$ cat src/rtl/unpk_pkg.sv
package unpk_pkg;

  typedef struct packed {
    logic byte_mode;
    logic little;
  } fmt_t;

  // index of the final piece for the chosen sizing
  function automatic int last_slot(int word_pieces, int byte_pieces, logic byte_mode);
    return byte_mode ? byte_pieces - 1 : word_pieces - 1;
  endfunction

  // piece position (0 = least significant) sent at step cnt
  function automatic int slot_of(int cnt, int last, logic little);
    return little ? cnt : last - cnt;
  endfunction

endpackage

$ cat src/rtl/unpk_ctrl.sv
module unpk_ctrl #(
  parameter int WORD_PIECES = 2,
  parameter int BYTE_PIECES = 4,
  parameter int CNT_W       = 2
) (
  input  logic              clk,
  input  logic              rst_n,
  input  logic              cfg_byte_mode,
  input  logic              cfg_little_endian,
  input  logic              src_valid,
  input  logic              tx_ready,
  output logic              src_pop,
  output logic              loaded,
  output logic [CNT_W-1:0]  cnt,
  output unpk_pkg::fmt_t    fmt_q,
  output logic              piece_accept,
  output logic              last_accept
);
  logic [CNT_W-1:0] last_idx;

  always_comb begin
    last_idx     = CNT_W'(unpk_pkg::last_slot(WORD_PIECES, BYTE_PIECES, fmt_q.byte_mode));
    piece_accept = loaded & tx_ready;
    last_accept  = piece_accept & (cnt == last_idx);
    src_pop      = src_valid & (~loaded | last_accept);
  end

  always_ff @(posedge clk) begin
    if (!rst_n) begin
      loaded <= 1'b0;
      cnt    <= '0;
      fmt_q  <= '0;
    end else if (src_pop) begin
      loaded <= 1'b1;
      cnt    <= '0;
      fmt_q  <= '{byte_mode: cfg_byte_mode, little: cfg_little_endian};
    end else if (last_accept) begin
      loaded <= 1'b0;
      cnt    <= '0;
    end else if (piece_accept) begin
      cnt    <= cnt + 1'b1;
    end
  end

  // counter never passes the final piece of the latched sizing
  assert_cnt_range_R1: assert property (@(posedge clk) disable iff (!rst_n)
    loaded |-> (cnt <= last_idx));

  // a non-final acceptance advances by one and keeps the word
  assert_step_no_pop_R5: assert property (@(posedge clk) disable iff (!rst_n)
    (piece_accept && !last_accept) |=> (loaded && cnt == $past(cnt) + 1'b1));

  // format held for the whole word
  assert_fmt_held_R7: assert property (@(posedge clk) disable iff (!rst_n)
    (loaded && !last_accept) |=> $stable(fmt_q));

  // first cycle out of reset holds nothing
  assert_reset_clear_R8: assert property (@(posedge clk)
    $rose(rst_n) |-> (!loaded && cnt == '0));

  // empty FIFO is never popped
  assert_no_empty_pop_R10: assert property (@(posedge clk) disable iff (!rst_n)
    !src_valid |-> !src_pop);

endmodule

$ cat src/rtl/unpk_mux.sv
module unpk_mux #(
  parameter int WIDE_W      = 36,
  parameter int NARROW_W    = 18,
  parameter int BYTE_W      = 9,
  parameter int WORD_PIECES = 2,
  parameter int BYTE_PIECES = 4,
  parameter int CNT_W       = 2
) (
  input  logic                clk,
  input  logic                rst_n,
  input  logic [WIDE_W-1:0]   hold,
  input  logic [CNT_W-1:0]    cnt,
  input  unpk_pkg::fmt_t      fmt_q,
  input  logic                loaded,
  output logic [NARROW_W-1:0] tx_data
);
  localparam int WSEL_W = (WORD_PIECES > 1) ? $clog2(WORD_PIECES) : 1;
  localparam int BSEL_W = (BYTE_PIECES > 1) ? $clog2(BYTE_PIECES) : 1;

  logic [NARROW_W-1:0] word_sl [WORD_PIECES];
  logic [BYTE_W-1:0]   byte_sl [BYTE_PIECES];
  logic [WSEL_W-1:0]   wsel;
  logic [BSEL_W-1:0]   bsel;

  for (genvar g = 0; g < WORD_PIECES; g++) begin : g_word
    assign word_sl[g] = hold[g*NARROW_W +: NARROW_W];
  end
  for (genvar g = 0; g < BYTE_PIECES; g++) begin : g_byte
    assign byte_sl[g] = hold[g*BYTE_W +: BYTE_W];
  end

  always_comb begin
    wsel = WSEL_W'(unpk_pkg::slot_of(int'(cnt), WORD_PIECES - 1, fmt_q.little));
    bsel = BSEL_W'(unpk_pkg::slot_of(int'(cnt), BYTE_PIECES - 1, fmt_q.little));
    if (fmt_q.byte_mode)
      tx_data = {{(NARROW_W-BYTE_W){1'b0}}, byte_sl[bsel]};
    else
      tx_data = word_sl[wsel];
  end

  // upper lane is quiet in byte sizing
  assert_byte_upper_zero_R2: assert property (@(posedge clk) disable iff (!rst_n)
    (loaded && fmt_q.byte_mode) |-> (tx_data[NARROW_W-1:BYTE_W] == '0));

endmodule

$ cat src/rtl/bus_unpacker.sv
module bus_unpacker #(
  parameter int WIDE_W   = 36,
  parameter int NARROW_W = 18,
  parameter int BYTE_W   = 9
) (
  input  logic                clk,
  input  logic                rst_n,
  input  logic                cfg_byte_mode,
  input  logic                cfg_little_endian,
  input  logic                src_valid,
  input  logic [WIDE_W-1:0]   src_data,
  output logic                src_pop,
  output logic                tx_valid,
  input  logic                tx_ready,
  output logic [NARROW_W-1:0] tx_data
);
  localparam int WORD_PIECES = WIDE_W / NARROW_W;
  localparam int BYTE_PIECES = WIDE_W / BYTE_W;
  localparam int CNT_W       = (BYTE_PIECES > 1) ? $clog2(BYTE_PIECES) : 1;

  logic [WIDE_W-1:0] hold;
  logic              loaded;
  logic [CNT_W-1:0]  cnt;
  unpk_pkg::fmt_t    fmt_q;
  logic              piece_accept;
  logic              last_accept;

  unpk_ctrl #(
    .WORD_PIECES(WORD_PIECES), .BYTE_PIECES(BYTE_PIECES), .CNT_W(CNT_W)
  ) u_ctrl (
    .clk(clk), .rst_n(rst_n),
    .cfg_byte_mode(cfg_byte_mode), .cfg_little_endian(cfg_little_endian),
    .src_valid(src_valid), .tx_ready(tx_ready),
    .src_pop(src_pop), .loaded(loaded), .cnt(cnt), .fmt_q(fmt_q),
    .piece_accept(piece_accept), .last_accept(last_accept)
  );

  always_ff @(posedge clk) begin
    if (!rst_n)       hold <= '0;
    else if (src_pop) hold <= src_data;
  end

  unpk_mux #(
    .WIDE_W(WIDE_W), .NARROW_W(NARROW_W), .BYTE_W(BYTE_W),
    .WORD_PIECES(WORD_PIECES), .BYTE_PIECES(BYTE_PIECES), .CNT_W(CNT_W)
  ) u_mux (
    .clk(clk), .rst_n(rst_n), .hold(hold), .cnt(cnt), .fmt_q(fmt_q),
    .loaded(loaded), .tx_data(tx_data)
  );

  assign tx_valid = loaded;

  // a stalled piece stays put
  assert_stall_hold_R6: assert property (@(posedge clk) disable iff (!rst_n)
    (tx_valid && !tx_ready) |=> (tx_valid && $stable(tx_data)));

  // final acceptance with data waiting refills without a bubble
  assert_no_bubble_R9: assert property (@(posedge clk) disable iff (!rst_n)
    (last_accept && src_valid) |=> tx_valid);

endmodule

$ cat config.mk
export PLATFORM = sky130hd
export DESIGN_NAME = bus_unpacker
export DESIGN_NICKNAME = d
export VERILOG_FILES = /design/src/rtl/unpk_pkg.sv /design/src/rtl/unpk_ctrl.sv /design/src/rtl/unpk_mux.sv /design/src/rtl/bus_unpacker.sv
export SDC_FILE = /design/constraint.sdc
export NUM_CORES = 1
export LEC_CHECK = 0
export BUFFER_PORTS_ARGS = -buffer_cell sky130_fd_sc_hd__buf_4
export CAP_MARGIN = 0
export CORE_MARGIN = 2
export CORE_UTILIZATION = 35
export DETAILED_ROUTE_END_ITERATION = 10
export GPL_ROUTABILITY_DRIVEN = 0
export PLACE_DENSITY_LB_ADDON = 0.12
export SETUP_SLACK_MARGIN = 0.3
export SLEW_MARGIN = 30
export SYNTH_ARGS = -nofsm -noshare
export SYNTH_HDL_FRONTEND = slang
export SYNTH_HIERARCHICAL = 1
export SYNTH_SLANG_ARGS = --single-unit
$ cat constraint.sdc
create_clock -name clk -period 2.4 [get_ports clk]
set_input_delay 0.36 -clock clk [delete_from_list [all_inputs] [get_ports clk]]
set_output_delay 0.36 -clock clk [all_outputs]
set_load 0.02 [all_outputs]
==> impl_metrics.py <==
metrics = {
    "synth": {
        "syn_area_um2": 2410,
        "synth.avg_cell_area_um2": 9.55,
        "synthCells": 252,
        "yosys_warnings": 6,
        "synth_fp_nets": 294,
    },
    "sta": {
        "setup_violations": 0,
        "rsz0062_at_grt": "yes",
        "maxSlewViolCount": 0,
        "relSlewSlack": 0.724,
        "fin_crit_ns": 2.14,
        "fin_setup_tns_ns": 0,
        "hold_ws_ns": 0.322,
        "setup_ws_ns": 0.260,
        "hold_viol": 0,
        "final.setup_skew_ns": 0.00364,
        "worst_pin_slew_ns": 0.415,
        "fin_crit_sh": 0.892,
        "fmax_mhz": 467,
    },
    "clock_tree": {
        "cts_inserted_buffers": 5,
        "cts.sinks": 41,
        "cts.reportedPaths.clkPinSlew_ns": 0.08,
        "insertion_delay_ns": 0.29,
        "clk_path_buf_depth": 2,
        "clock-root-buffer": "clkbuf_8",
        "hold_buffers": 0,
        "tritoncts": "built",
        "htree_levels": 2,
    },
    "critical_path": {
        "critPathMaxFanout": 6,
        "rr_endpoint": "hold[10]",
        "cp-startpoint": "u_ctrl/cnt[0]",
        "cp.required_ns": 2.04,
        "crit_path_start_kind": "flop",
        "rr_startpoint": "u_ctrl/cnt[1]",
        "worstSetupEndpointType": "output port",
        "reg2reg_depth": 6,
        "arrival_ns": 1.78,
        "worst-setup-path-type": "reg -> out",
        "r2r_setup_slack_ns": 0.71,
    },
    "placement": {
        "dpl.hpwl_um": 4570,
        "port_buffers": 61,
        "dp.cells": 389,
        "dp_worst_setup_slack_ns": 0.309,
    },
    "global_route": {
        "met3_usage": 0.0370,
        "grt_max_degree": 42,
        "antenna_found_initial": 0,
        "grt_overflow": 0,
        "grt_use_total": 0.167,
        "top_usage_layer": "met2",
        "use_met2": 0.255,
        "gr-usage-met1": 0.241,
        "grt_pass1_wl_um": 9830,
        "grt_pass1_vias": 1924,
    },
    "detailed_routing": {
        "post_drt_wl_per_cell_um": 15.1,
        "vias_per_cell": 5.03,
        "remaining_drc_errors": 0,
        "firstDrtPassIters": 4,
        "drtIter0Drc": 112,
        "drtAntennaViolNets": 0,
        "dr_total_vias": 2041,
        "wirelength_um": 6140,
    },
    "cells_and_area": {
        "drive_gt1_frac": 0.374,
        "nets": 367,
        "num_antenna_cells": 0,
        "area_growth_pct": 32.7,
        "final_cells": 406,
    },
    "min_path": {
        "hold_end": "hold[33]",
        "hp-class": "in -> reg",
        "min_from": "src_data[33]",
        "min_path_cells": 3,
    },
    "floorplan": {
        "num_rows": 30,
        "start_util": 0.358,
        "io_pins": 62,
        "die_x_um": 86.9,
        "die_h_um": 86.9,
        "coreArea_um2": 6720,
        "design.die.area_um2": 7560,
    },
    "outcome": {
        "status": "finished, final reports clean",
    },
    "job": {
        "max-cap-violations": 0,
    },
    "power": {
        "irDropWorstVdd_mv": 0.288,
        "powerDensity_nw_per_um2": 523,
        "p_leak_nw": 1.30,
    },
}
[cells in the final DEF, fill, tap and decap left out, types with 4 or more instances in the layout]
| cell type | count |
|---|---|
| buf_4 | 77 |
| mux2i_1 | 49 |
| dfxtp_1 | 38 |
| nor2b_1 | 36 |
| nand2_1 | 29 |
| a21oi_1 | 12 |
| mux2_2 | 9 |
| buf_6 | 6 |
| o22ai_1 | 6 |
| clkbuf_8 | 5 |
| o22ai_2 | 5 |
| o21ai_0 | 4 |
| o22a_1 | 4 |
[metrics by stage]
step                cell area [um^2]  utilization  total power [mW]
floorplan                       2410            -              1.06
global placement                2930        0.436              1.22
detailed placement              2930        0.436              1.22
CTS                             3160        0.470              1.68
global route                    3190        0.475              1.76
finish                          3190        0.475              1.67
[area by class of cell]
| type | count | area (um^2) |
|---|---|---|
| fill | 648 | 3520 |
| multi-input combinational | 192 | 1530 |
| inverter | 2 | 7.51 |
| clock buffer | 8 | 80.1 |
| timing repair buffer | 83 | 646 |
| tap | 80 | 100 |
| sequential | 41 | 832 |
[report_power, final]
group | internal (mW) | switching [mW]
Clock | 0.207 | 0.225
Combinational | 0.248 | 0.220
Sequential | 0.721 | 0.0516
Total | 1.18 | 0.496
[timing repair]
action,in CTS,in global routing
resized for setup,20,7
setup buffers,9,0
pin swaps,6,4
endpoints found under the setup margin,18,16
[layer usage]
metal | part of all wire | vias up | routed length, um
met3 | 0.048 | 6 | 295
li1 | - | 1043 | -
met4 | 0.0099 | 0 | 61
met1 | 0.50 | 934 | 3040
met2 | 0.45 | 58 | 2740
met5 | 0 | - | 0
[how the worst max path moves through the flow]
stage,end
floorplan,tx_data[0]
global placement,tx_data[3]
detailed placement,tx_data[4]
CTS,tx_data[5]
global route,tx_data[1]
finish,tx_data[1]
[state kept, by name, summed over array words and instances (netlist names)]
| register | count |
|---|---|
| hold | 36 |
| u_ctrl/cnt | 2 |
| u_ctrl/fmt_q | 2 |
| u_ctrl/loaded | 1 |
[critical path: stages, from the launching register on]
cell     delay, ns
dfxtp_4       0.37
buf_6         0.11
or2_4         0.23
mux2_4        0.32
o22ai_2       0.16
o32ai_2       0.12
buf_4         0.17
(Power assumes the default switching activity.)
